<file path="src/rtl/lbseq_pkg.sv">
// Shared encodings for the linear burst sequencer.
// Assumes class codes arrive on a 2-bit field; only CLS_DATA may burst.
package lbseq_pkg;

    typedef enum logic [1:0] {
        CLS_DATA = 2'd0,
        CLS_DESC = 2'd1,
        CLS_INIT = 2'd2
    } acc_class_e;

    typedef enum logic [1:0] {
        ST_IDLE = 2'd0,
        ST_BEAT = 2'd1,
        ST_DONE = 2'd2
    } seq_state_e;

endpackage

</file>
<file path="src/rtl/lbseq_addr_gen.sv">
// Beat address register.
// Loads the start address on accept and adds STEP each time a beat completes.
// Assumes load and step are never high together.
module lbseq_addr_gen #(
    parameter int AW   = 32,
    parameter int STEP = 4
) (
    input  logic          clk,
    input  logic          rst_n,
    input  logic          load,
    input  logic          step,
    input  logic [AW-1:0] start_addr,
    output logic [AW-1:0] addr
);
    localparam logic [AW-1:0] STEP_V = AW'(STEP);

    // Hold, load or advance the beat address.
    always_ff @(posedge clk) begin
        if (!rst_n)
            addr <= '0;
        else if (load)
            addr <= start_addr;
        else if (step)
            addr <= addr + STEP_V;
    end
endmodule

</file>
<file path="src/rtl/lbseq_beat_cnt.sv">
// Remaining-beat counter.
// Loads the request count and counts down per completed beat.
// Assumes a nonzero load value.
module lbseq_beat_cnt #(
    parameter int CW = 8
) (
    input  logic          clk,
    input  logic          rst_n,
    input  logic          load,
    input  logic          step,
    input  logic [CW-1:0] count_in,
    output logic          last_beat
);
    localparam logic [CW-1:0] ONE = CW'(1);

    logic [CW-1:0] remain_q;

    // Track how many beats are still owed in this run.
    always_ff @(posedge clk) begin
        if (!rst_n)
            remain_q <= '0;
        else if (load)
            remain_q <= count_in;
        else if (step)
            remain_q <= remain_q - ONE;
    end

    // Flag the final beat of the run.
    always_comb last_beat = (remain_q == ONE);
endmodule

</file>
<file path="src/rtl/lbseq_fsm.sv">
// Run controller: idle / beat / done.
// Decides once, at accept, whether the run may use data-only beats.
// Issues the strobe in the first clock of each beat that needs one.
module lbseq_fsm
    import lbseq_pkg::*;
(
    input  logic       clk,
    input  logic       rst_n,
    input  logic       req_valid,
    input  logic       count_nz,
    input  logic       req_write,
    input  logic [1:0] req_class,
    input  logic       rd_burst_en,
    input  logic       wr_burst_en,
    input  logic       bus_ready,
    input  logic       last_beat,
    output logic       accept,
    output logic       advance,
    output logic       addr_strobe,
    output logic       bus_active,
    output logic       bus_write,
    output logic       done
);
    seq_state_e state_q, state_d;
    logic       burst_ok_q;
    logic       write_q;
    logic       strobe_pend_q;
    logic       burst_now;

    // Burst permission for the incoming request.
    always_comb begin
        burst_now = (acc_class_e'(req_class) == CLS_DATA) &&
                    (req_write ? wr_burst_en : rd_burst_en);
    end

    // Handshake qualifiers.
    always_comb begin
        accept  = (state_q == ST_IDLE) && req_valid && count_nz;
        advance = (state_q == ST_BEAT) && bus_ready;
    end

    // Next-state selection.
    always_comb begin
        state_d = state_q;
        unique case (state_q)
            ST_IDLE: if (accept) state_d = ST_BEAT;
            ST_BEAT: if (advance && last_beat) state_d = ST_DONE;
            ST_DONE: state_d = ST_IDLE;
            default: state_d = ST_IDLE;
        endcase
    end

    // State register.
    always_ff @(posedge clk) begin
        if (!rst_n) state_q <= ST_IDLE;
        else        state_q <= state_d;
    end

    // Capture run attributes at accept.
    always_ff @(posedge clk) begin
        if (!rst_n) begin
            burst_ok_q <= 1'b0;
            write_q    <= 1'b0;
        end else if (accept) begin
            burst_ok_q <= burst_now;
            write_q    <= req_write;
        end
    end

    // Arm the strobe for the first beat, and for later beats only when not bursting.
    always_ff @(posedge clk) begin
        if (!rst_n)
            strobe_pend_q <= 1'b0;
        else if (accept)
            strobe_pend_q <= 1'b1;
        else if (advance && !last_beat)
            strobe_pend_q <= !burst_ok_q;
        else if (state_q == ST_BEAT)
            strobe_pend_q <= 1'b0;
    end

    // Bus-side outputs.
    always_comb begin
        bus_active  = (state_q == ST_BEAT);
        addr_strobe = bus_active && strobe_pend_q;
        bus_write   = bus_active && write_q;
        done        = (state_q == ST_DONE);
    end
endmodule

</file>
<file path="src/rtl/lbseq_top.sv">
// Linear burst bus-master sequencer, top level.
// Joins the controller, address generator and beat counter.
// Assumes arbitration has already granted the bus while a run is active.
module lbseq_top #(
    parameter int AW   = 32,
    parameter int CW   = 8,
    parameter int STEP = 4
) (
    input  logic          clk,
    input  logic          rst_n,
    input  logic          req_valid,
    input  logic [AW-1:0] req_addr,
    input  logic [CW-1:0] req_count,
    input  logic          req_write,
    input  logic [1:0]    req_class,
    input  logic          rd_burst_en,
    input  logic          wr_burst_en,
    input  logic          bus_ready,
    output logic [AW-1:0] bus_addr,
    output logic          addr_strobe,
    output logic          bus_write,
    output logic          bus_active,
    output logic          done
);
    logic accept;
    logic advance;
    logic last_beat;
    logic count_nz;

    // A zero-length request is never started.
    always_comb count_nz = (req_count != '0);

    lbseq_fsm u_fsm (
        .clk         (clk),
        .rst_n       (rst_n),
        .req_valid   (req_valid),
        .count_nz    (count_nz),
        .req_write   (req_write),
        .req_class   (req_class),
        .rd_burst_en (rd_burst_en),
        .wr_burst_en (wr_burst_en),
        .bus_ready   (bus_ready),
        .last_beat   (last_beat),
        .accept      (accept),
        .advance     (advance),
        .addr_strobe (addr_strobe),
        .bus_active  (bus_active),
        .bus_write   (bus_write),
        .done        (done)
    );

    lbseq_addr_gen #(.AW(AW), .STEP(STEP)) u_addr (
        .clk        (clk),
        .rst_n      (rst_n),
        .load       (accept),
        .step       (advance),
        .start_addr (req_addr),
        .addr       (bus_addr)
    );

    lbseq_beat_cnt #(.CW(CW)) u_cnt (
        .clk       (clk),
        .rst_n     (rst_n),
        .load      (accept),
        .step      (advance),
        .count_in  (req_count),
        .last_beat (last_beat)
    );
endmodule

</file>
<file path="config.mk">
export PLATFORM = sky130hd
export DESIGN_NAME = lbseq_top
export DESIGN_NICKNAME = d
export VERILOG_FILES = /design/src/rtl/lbseq_pkg.sv /design/src/rtl/lbseq_addr_gen.sv /design/src/rtl/lbseq_beat_cnt.sv /design/src/rtl/lbseq_fsm.sv /design/src/rtl/lbseq_top.sv
export SDC_FILE = /design/constraint.sdc
export NUM_CORES = 1
export LEC_CHECK = 0
export BUFFER_PORTS_ARGS = -buffer_cell sky130_fd_sc_hd__buf_4
export CAP_MARGIN = 20
export CORE_MARGIN = 4
export CORE_UTILIZATION = 25
export CTS_BUF_LIST = sky130_fd_sc_hd__clkbuf_2
export DETAILED_ROUTE_END_ITERATION = 6
export PLACE_DENSITY = 0.44
export SYNTH_ARGS = -nofsm -noshare
export SYNTH_HDL_FRONTEND = slang
export SYNTH_SLANG_ARGS = --single-unit
</file>
<file path="constraint.sdc">
create_clock -name clk -period 1.7 [get_ports clk]
set_input_delay 0.085 -clock clk [delete_from_list [all_inputs] [get_ports clk]]
set_output_delay 0.085 -clock clk [all_outputs]
set_load 0.02 [all_outputs]
</file>
==> reports/metrics.yaml, run 1 <==
status: "finished clean"
ant_nets: 0
die_w_um: 109.1
yosysSeqAreaShare_pct: 35.23
synth_top_area_share_pct: 35.23
min_path_type: "primary input to flop"
cp_max_fo: 4
setup_viol: 0
cts_inserted_buffers: 5
ys_ff_latch: 45
ys_top_cells_by_count: "dfxtp_1 (45), a21oi_1 (39), nand2_1 (30)"
post_drt_wl_per_cell_um: 14.71
area_growth_pct: 71.97
grt_pass1_wl_um: 15530
peakVddDrop_mv: 0.2725
portBuffers: 84
overflow: 0
finalCriticalPeriod_ns: 1.674
yosysUniqueCellTypes: 49
grt_max_degree: 18
startpoint_type: "flop"
path_clk_slew_ns: 0.31
n_fill_cell: 992
dp_slack_ns: -0.02677
max-cap-violations: 0
fin_nets: 562
end_kind: "flop"
power.leakage_nw: 1.929
die_y_um: 109.1
grt_pass1_vias: 3171
worstPathCellList: "and4_4, and4_4, nand4_1, mux2_4, a21oi_2"
worst_ep_required_time_ns: 2.11
synth.most_common_cell: "dfxtp_1"
cpPeakStageDelay_ns: 0.43
rsz0062_at_grt: "yes"
hold_violations: 0
dp_hpwl_um: 7013
dr_total_vias: 3148
holdWs_ns: 0.04139
layout_setup_ws_ns: 0.02626
syn_area_sq_um: 2557
yosys-top-cells-area: "dfxtp_1 (35%), a21oi_1 (7.6%), a31oi_1 (6.1%)"
root_buffer: "clkbuf_2"
vias_per_cell: 4.888
powerDensity_nw_per_um2: 599.5
dr.pass1.iters: 6
wl_um: 9472
synth_simple_gate_area_share_pct: 31.07
skew_ns: 0.04520
path_buf_inv: 0
ys_async_sr_fraction_pct: 0
io_pins: 85
path_class: "flop to flop"
yosysWarningCount: 0
stdcell_area_sq_um: 4398
drt_iter0_markers: 76
syn-mean-instance-area_sq_um: 7.845
row_count: 36
antennaDiodeCount: 0
clock_sinks: 45
ys.flop_type: "dfxtp_1"
tritoncts: "yes"
worst_slew_pin_slew_ns: 0.5009
dieArea_sq_um: 11910
synth_nets: 378
dpl_cell_area_sq_um: 3716
clock_latency_ns: 0.46
drive_gt1_share_pct: 40.70
cts_max_level: 2
synth_adder_area_share_pct: 1.468
track_usage_pct: 16.24
regArea_sq_um: 943.4
crit_path_frequent_cell: "and4_4"
gp_routability_congestion: 0.7566
synth_edf_count: 0
fin_crit_sh_pct: 98.46
synth_top_family_by_area: "simple AND/OR/NAND/NOR gates"
synth_xor_area_share_pct: 0
total_power_mw: 2.637
crit_slowest_cell: "dfxtp_4"
core_sq_um: 9864
yosysTopAreaCell: "dfxtp_1"
antenna_found_initial: 0
cp_top_family: "simple AND/OR/NAND/NOR gates"
muxShareOfSynthArea_pct: 1.614
drc: 0
synth_compound_gate_area_share_pct: 25.49
fin_setup_tns_ns: 0
synthCells: 326
fmax_mhz: 597.5
multi_input_area_sq_um: 1607
cp.arrival_ns: 2.08
drv_slew: 0
cts.path.max_buffers: 2
start_util_pct: 25.93
max_slew_margin_pct: 66.57
registers in the layout, summed over array words and instances, names as in the netlist:
signal	count
u_fsm.strobe_pend_q	1
u_fsm.write_q	1
u_fsm.state_q	2
u_cnt.remain_q	8
u_fsm.burst_ok_q	1
u_addr.addr	32
final cells by class:
cell class              count  area share, %
inverters                   7         0.5974
clock inverters             3         0.6543
multi-input cells         254          36.53
well taps                 133          3.784
repair buffers            197          36.42
flip-flops and latches     45          21.45
clock buffers               5         0.5690
where the power goes:
| part | total, mW | switching [mW] | internal, mW |
|---|---|---|---|
| Sequential | 1.22 | 0.0779 | 1.14 |
| Clock | 0.562 | 0.436 | 0.126 |
| Combinational | 0.857 | 0.408 | 0.448 |
kinds of logic (layout without fill, tap and decap cells):
group | after synthesis | after routing
muxes | 4 | 4
and+or+nand+nor | 139 | 139
AOI/OAI and AO/OA | 108 | 108
buffers and inverters | 27 | 212
DFF | 45 | 45
adders and majority gates | 3 | 3
routing by layer:
layer / wire length (um) / global-route usage, % / up-vias / share of wire [%]
li1: - / - / 1612 / -
met5: 0 / 0 / - / 0
met1: 4524 / 22.07 / 1455 / 48
met3: 402 / 2.309 / 7 / 4.2
met4: 104 / 3.427 / 0 / 1.1
met2: 4442 / 27.28 / 74 / 47
final timing paths:
| kind | startpoint | to | slack, ns | depth (start not counted) |
|---|---|---|---|---|
| max | u_addr.addr[6] | u_addr.addr[29] | 0.03 | 5 |
| min | rd_burst_en | u_fsm.burst_ok_q | 0.04 | 5 |
| max reg2reg | u_addr.addr[6] | u_addr.addr[29] | 0.03 | 5 |
| min reg2reg | u_fsm.write_q | u_fsm.write_q | 0.49 | 2 |
what timing repair did:
action / in CTS / in global routing
endpoints found under the hold margin: 43 / 0
hold buffers: 44 / 0
cloned: 0 / 0
pin swaps: 3 / 4
setup buffers: 10 / 2
endpoints found under the setup margin: 10 / 27
resized for setup: 11 / 25
worst register-to-register path, cell delays in order (launching register included):
cell	delay (ns)
dfxtp_4	0.43
and4_4	0.22
and4_4	0.26
nand4_1	0.23
mux2_4	0.37
a21oi_2	0.12
stage by stage:
stage                     cells  util (%)
after floorplan             326         -
after global placement      580     37.67
after detailed placement    580     37.67
after CTS                   642     43.68
after global routing        644     44.58
final                       644     44.58
layout by cell type (no fill, tap or decap), types with 3 or more instances in the layout:
cell type      netlist  final
nand4_1             18     18
nand4b_1             3      3
clkbuf_2             0      5
and2_1               6      6
nor2_1              26     26
nor3_1               8      7
dfxtp_1             45     25
inv_1                7      6
a31oi_1             25     25
dlygate4sd3_1        0     44
nand3_1             14     12
dfxtp_2              0     13
mux2i_1              3      3
nand2_1             30     29
or4_4                1      3
buf_4                2    152
o21ai_1              4      4
dfxtp_4              0      7
and3_1               8      8
a2bb2oi_1            3      3
a21oi_1             39     38
o211ai_1             3      3
a32oi_1              6      6
o21ai_0             17     17
nand3b_1             4      4
Note: power is estimated with default switching activity, not from simulation.
==> run 2: changes to the inputs <==
CELL_PAD_IN_SITES_DETAIL_PLACEMENT = 1   (was unset)
CELL_PAD_IN_SITES_GLOBAL_PLACEMENT = 2   (was unset)
PLACE_DENSITY = 0.72   (was 0.44)
==> run 2 against run 1 <==
Net effect:
- via count is 3.2% higher
- critical path depth is 1 higher
- clock-buffer cell count is 1 higher
- fmax is 1.8% higher
- first-iteration DRC count is 18% higher
- combinational power is 2% higher
- clock skew is 0.017 ns lower
- core utilization is 0.11 points lower
- critical path type unchanged
==> reports/metrics.yaml, run 2 (synthesis results as in run 1) <==
status: "finished clean"
overflow: 0
cts.path.max_buffers: 2
path_class: "flop to flop"
tritoncts: "yes"
skew_ns: 0.02799
dp_slack_ns: -0.04408
utilization_pct: 44.47
r2r_cells: 6
layout_setup_ws_ns: 0.05624
fin_nets: 566
dieArea_sq_um: 11910
cpPeakStageDelay_ns: 0.43
portBuffers: 84
grt_pass1_vias: 3365
reg2reg_slack_ns: 0.06
largest_register: "u_addr.addr"
dr.pass1.iters: 4
worst_ep_required_time_ns: 2.10
cts_inserted_buffers: 5
wl_um: 10750
clock_latency_ns: 0.44
cp_max_fo: 6
reg.largest.list: "u_addr.addr x32, u_cnt.remain_q x8, u_fsm.state_q x2"
post_drt_wl_per_cell_um: 16.58
cts_max_level: 2
antenna_found_initial: 0
min_path_type: "primary input to flop"
final_cell_mix: "buf_4 (153), dlygate4sd3_1 (44), a21oi_1 (39), nand2_1 (29), dfxtp_1 (28)"
grt_pass1_wl_um: 17040
drive_gt1_share_pct: 39.61
path_clk_slew_ns: 0.27
worstPathCellList: "nand4_4, nor4_4, buf_6, nand4_1, or3_1, a31oi_1"
path_buf_inv: 1
max_slew_margin_pct: 66.03
area_growth_pct: 71.53
drv_slew: 0
vias_per_cell: 5.014
hold_violations: 0
root_buffer: "clkbuf_2"
crit_slowest_cell: "dfxtp_4"
peakVddDrop_mv: 0.2720
end_kind: "flop"
max-cap-violations: 0
fmax_mhz: 608.4
startpoint_type: "flop"
dr_total_vias: 3249
cp.arrival_ns: 2.04
gp_routability_congestion: 0.8058
finalCriticalPeriod_ns: 1.644
worst_slew_pin_slew_ns: 0.5089
dp_hpwl_um: 7671
r2r_end: "u_addr.addr[22]"
row_count: 36
worstSetupEndpoint: "u_addr.addr[22]"
ant_nets: 0
grt_max_degree: 19
mostFrequentLayoutCell: "buf_4"
clock_sinks: 45
total_power_mw: 2.588
drt_iter0_markers: 90
fin_crit_sh_pct: 96.69
start_util_pct: 25.93
io_pins: 85
die_y_um: 109.1
startpoint: "u_addr.addr[13]"
r2r-start: "u_addr.addr[13]"
powerDensity_nw_per_um2: 590.0
cp_top_family: "simple AND/OR/NAND/NOR gates"
largest_reg_flops: 32
cp.depth: 6
drc: 0
antennaDiodeCount: 0
track_usage_pct: 18.10
die_w_um: 109.1
setup_viol: 0
core_sq_um: 9864
power.leakage_nw: 1.923
-- run 2: per-stage QoR --
stage | instance area (sq um) | setup TNS [ns] | hold WS [ns] | instances
2_1_floorplan | 2585 | 0 | 0.1852 | 326
3_3_place_gp | 3724 | -0.02640 | 0.3056 | 581
3_5_place_dp | 3724 | -0.07944 | 0.3233 | 581
4_1_cts | 4284 | -0.02754 | 0.08915 | 641
5_1_grt | 4387 | -0.02489 | 0.1097 | 648
6_report | 4387 | 0 | 0.1253 | 648
-- run 2: power breakdown --
part           switching (mW)  total, mW  internal [mW]
Clock                   0.393      0.497          0.103
Sequential             0.0742       1.21           1.14
Combinational           0.428      0.877          0.448
Total                   0.896       2.59           1.69
-- run 2: how the worst min path moves through the flow --
| stage | start | end | slack [ns] | depth (start not counted) |
|---|---|---|---|---|
| 6_report | rd_burst_en | u_fsm.burst_ok_q | 0.13 | 5 |
| 5_1_grt | rd_burst_en | u_fsm.burst_ok_q | 0.11 | 5 |
| 4_1_cts | req_valid | u_cnt.remain_q[1] | 0.09 | 5 |
| 3_5_place_dp | bus_ready | u_fsm.state_q[0] | 0.32 | 2 |
| 3_3_place_gp | bus_ready | u_fsm.state_q[0] | 0.31 | 2 |
| 2_1_floorplan | bus_ready | u_fsm.state_q[0] | 0.19 | 1 |
-- run 2: cell type report --
type / count / area (sq um)
Multi-Input combinational cell: 254 / 1582
Timing Repair Buffer: 201 / 1643
Clock inverter: 2 / 10.01
Inverter: 7 / 26.28
Fill cell: 1194 / 5478
Tap cell: 133 / 166.4
Clock buffer: 6 / 30.03
Sequential cell: 45 / 929.6
-- run 2: what timing repair did --
item,in CTS,in global routing
hold buffers,44,0
gates resized for setup,8,17
buffers inserted,8,7
hold endpoints to repair,43,0
endpoints found under the setup margin,7,37
pin swaps,3,8
-- run 2: worst register-to-register path: stages, from the launching register on --
cell and delay (ns):
dfxtp_4 0.43, nand4_4 0.15, nor4_4 0.29, buf_6 0.16
nand4_1 0.11, or3_1 0.34, a31oi_1 0.12
-- run 2: per-layer routing --
| metal | global-route usage (%) | wire length, um | vias to the layer above | part of all wire (%) |
|---|---|---|---|---|
| met5 | 0 | 0 | - | 0 |
| met1 | 22.69 | 4803 | 1558 | 45 |
| met4 | 3.427 | 69 | 0 | 0.64 |
| li1 | - | - | 1614 | - |
| met3 | 3.375 | 437 | 8 | 4.1 |
| met2 | 32.32 | 5436 | 69 | 51 |
==> run 3: changes to the inputs <==
ABC_AREA = 1   (was unset)
PLACE_DENSITY = 0.75   (was 0.72)
==> run 3 against run 2 <==
Net effect:
- first-iteration DRC count increased by 21%
- synthesized cell count increased by 45%
- cell area is 0.86% lower
- power up 5.4%
- non-clock buffer count shrank 58
- clock-buffer cell count did not move
- clock power grew 28%
- final cell count increased by 16%
- core utilization fell by 7.0 points
- routed wire length rose by 4.6%
- combinational power shrank 3.2%
- critical endpoint is now u_cnt.remain_q[7]
==> reports/metrics.yaml, run 3 <==
synth.most_common_cell: "nand2_1"
synthCells: 473
max_slew_margin_pct: 73.71
ant_nets: 0
area_growth_pct: 44.47
grt_pass1_wl_um: 18620
wl_um: 11240
yosysSeqAreaShare_pct: 29.93
dr.pass1.iters: 4
worst_ep_required_time_ns: 2.10
yosysUniqueCellTypes: 35
yosysTopAreaCell: "dfxtp_1"
cts_inserted_buffers: 5
cts.path.max_buffers: 2
finalCriticalPeriod_ns: 1.598
status: "finished clean"
crit_slowest_cell: "dlygate4sd3_1"
cts_max_level: 2
dieArea_sq_um: 13860
vias_per_cell: 4.636
ys.flop_type: "dfxtp_1"
antennaDiodeCount: 0
peakVddDrop_mv: 0.2923
ys_async_sr_fraction_pct: 0
synth_nets: 525
min_path_type: "primary input to flop"
drc: 0
reg.largest.list: "u_addr.addr x32, u_cnt.remain_q x8, u_fsm.state_q x2"
io_pins: 85
path_class: "primary input to flop"
largest_reg_flops: 32
synth_adder_area_share_pct: 1.247
core_sq_um: 11610
fmax_mhz: 625.7
wl_met2_um: 5529
startpoint_type: "primary input"
largest_register: "u_addr.addr"
skew_ns: 0.01396
die_w_um: 117.7
ys_ff_latch: 45
cp_max_fo: 14
grt_max_degree: 37
synth_compound_gate_area_share_pct: 12.97
total_power_mw: 2.728
drive_gt1_share_pct: 23.93
worst_slew_pin_slew_ns: 0.3913
synth_top_area_share_pct: 29.93
post_drt_wl_per_cell_um: 14.92
dpl_cell_area_sq_um: 3800
path_clk_slew_ns: 0.25
max-cap-violations: 0
tritoncts: "yes"
dp_hpwl_um: 8286
cp.arrival_ns: 2.00
synth_xor_area_share_pct: 3.200
clock_latency_ns: 0.42
fin_crit_sh_pct: 94.01
syn-mean-instance-area_sq_um: 6.364
end_kind: "flop"
muxShareOfSynthArea_pct: 0.3325
yosysWarningCount: 0
synth_edf_count: 0
dr_total_vias: 3491
yosys-top-cells-area: "dfxtp_1 (30%), nand2_1 (17%), nor2_1 (7.5%)"
final_cell_mix: "nand2_1 (139), buf_4 (100), nor2_1 (60), inv_1 (53), dlygate4sd3_1 (42)"
track_usage_pct: 16.24
top_layer: "met4"
worstPathCellList: "dlygate4sd3_1, buf_4, nor2_1, nand4_1, nand2_4, nand2_4, buf_4, o211ai_1, nand2_1, inv_1"
drt_iter0_markers: 109
mostFrequentLayoutCell: "nand2_1"
ys_top_cells_by_count: "nand2_1 (139), nor2_1 (60), inv_1 (53)"
drv_slew: 0
grt_pass1_vias: 3658
stdcell_area_sq_um: 4349
wl_met3_um: 531
root_buffer: "clkbuf_2"
start_util_pct: 25.92
fin_nets: 661
cpPeakStageDelay_ns: 0.54
hold_violations: 0
rsz0062_at_grt: "yes"
synth_top_family_by_area: "simple AND/OR/NAND/NOR gates"
overflow: 0
antenna_found_initial: 0
holdWs_ns: 0.02434
portBuffers: 84
wl_met1_um: 5096
synth_simple_gate_area_share_pct: 41.35
clock_sinks: 45
die_y_um: 117.7
cp_top_family: "buffers and inverters"
power.leakage_nw: 1.952
setup_viol: 0
utilization_pct: 37.45
powerDensity_nw_per_um2: 627.3
syn_area_sq_um: 3010
gp_routability_congestion: 0.8071
row_count: 39
path_buf_inv: 4
## run 3: cell count changes in the layout (fill, tap and decap cells not counted), sizes merged, moves of 19 or more
cell,delta
a31oi,-19
buf,-56
inv,+49
nand2,+116
nand3,+19
nor2,+44
## run 3: path summary, 6_finish.rpt
check	start	slack [ns]	cells after the start	endpoint
worst max register to register	u_fsm.state_q[1]	0.11	9	u_cnt.remain_q[7]
worst min register to register	u_fsm.write_q	0.47	2	u_fsm.write_q
worst max-delay path	req_count[1]	0.10	10	u_cnt.remain_q[7]
worst min-delay path	req_addr[17]	0.02	5	u_addr.addr[17]
## run 3: kinds of logic after synthesis
group | after synthesis
DFF | 45
AOI/OAI and AO/OA | 71
xor gates and xnor gates | 11
and+or+nand+nor | 272
adders and majority gates | 3
muxes | 1
buffers and inverters | 70
## run 3: what timing repair did
action                                  CTS  global route
resized for setup                         0            14
endpoints found under the setup margin    0            25
buffers inserted                          0             5
hold buffers                             41             1
endpoints found under the hold margin    40             1
## run 3: stage by stage
stage	std cells	setup WS (ns)	TNS, ns
after floorplan	473	0.1122	0
after global placement	698	0.1240	0
after detailed placement	698	0.09091	0
after CTS	747	0.007369	0
after global routing	753	-0.03259	-0.05714
final	753	0.1018	0
## run 3: cell type report
class | count | area [sq um]
Inverter | 56 | 222.7
Sequential cell | 45 | 912.1
Clock inverter | 2 | 33.78
Multi-Input combinational cell | 358 | 1789
Fill cell | 1506 | 7264
Timing Repair Buffer | 143 | 1182
Clock buffer | 6 | 30.03
Tap cell | 143 | 178.9
## run 3: per-layer routing
layer	GRT usage, %	up-vias
li1	-	1775
met5	0	-
met3	3.172	7
met4	2.198	0
met1	20.69	1635
met2	29.03	74
## run 3: where the power goes
group	switching [mW]	internal, mW
clock network	0.386	0.250
logic	0.464	0.385
registers	0.0976	1.15
## run 3: worst reg2reg max path, delay by kind of cell, from the launching register on
| kind | cells | cell delay (ns) |
|---|---|---|
| buf+inv | 4 | 0.51 |
| simple gates | 4 | 0.44 |
| flops | 1 | 0.45 |
| compound gates | 1 | 0.16 |
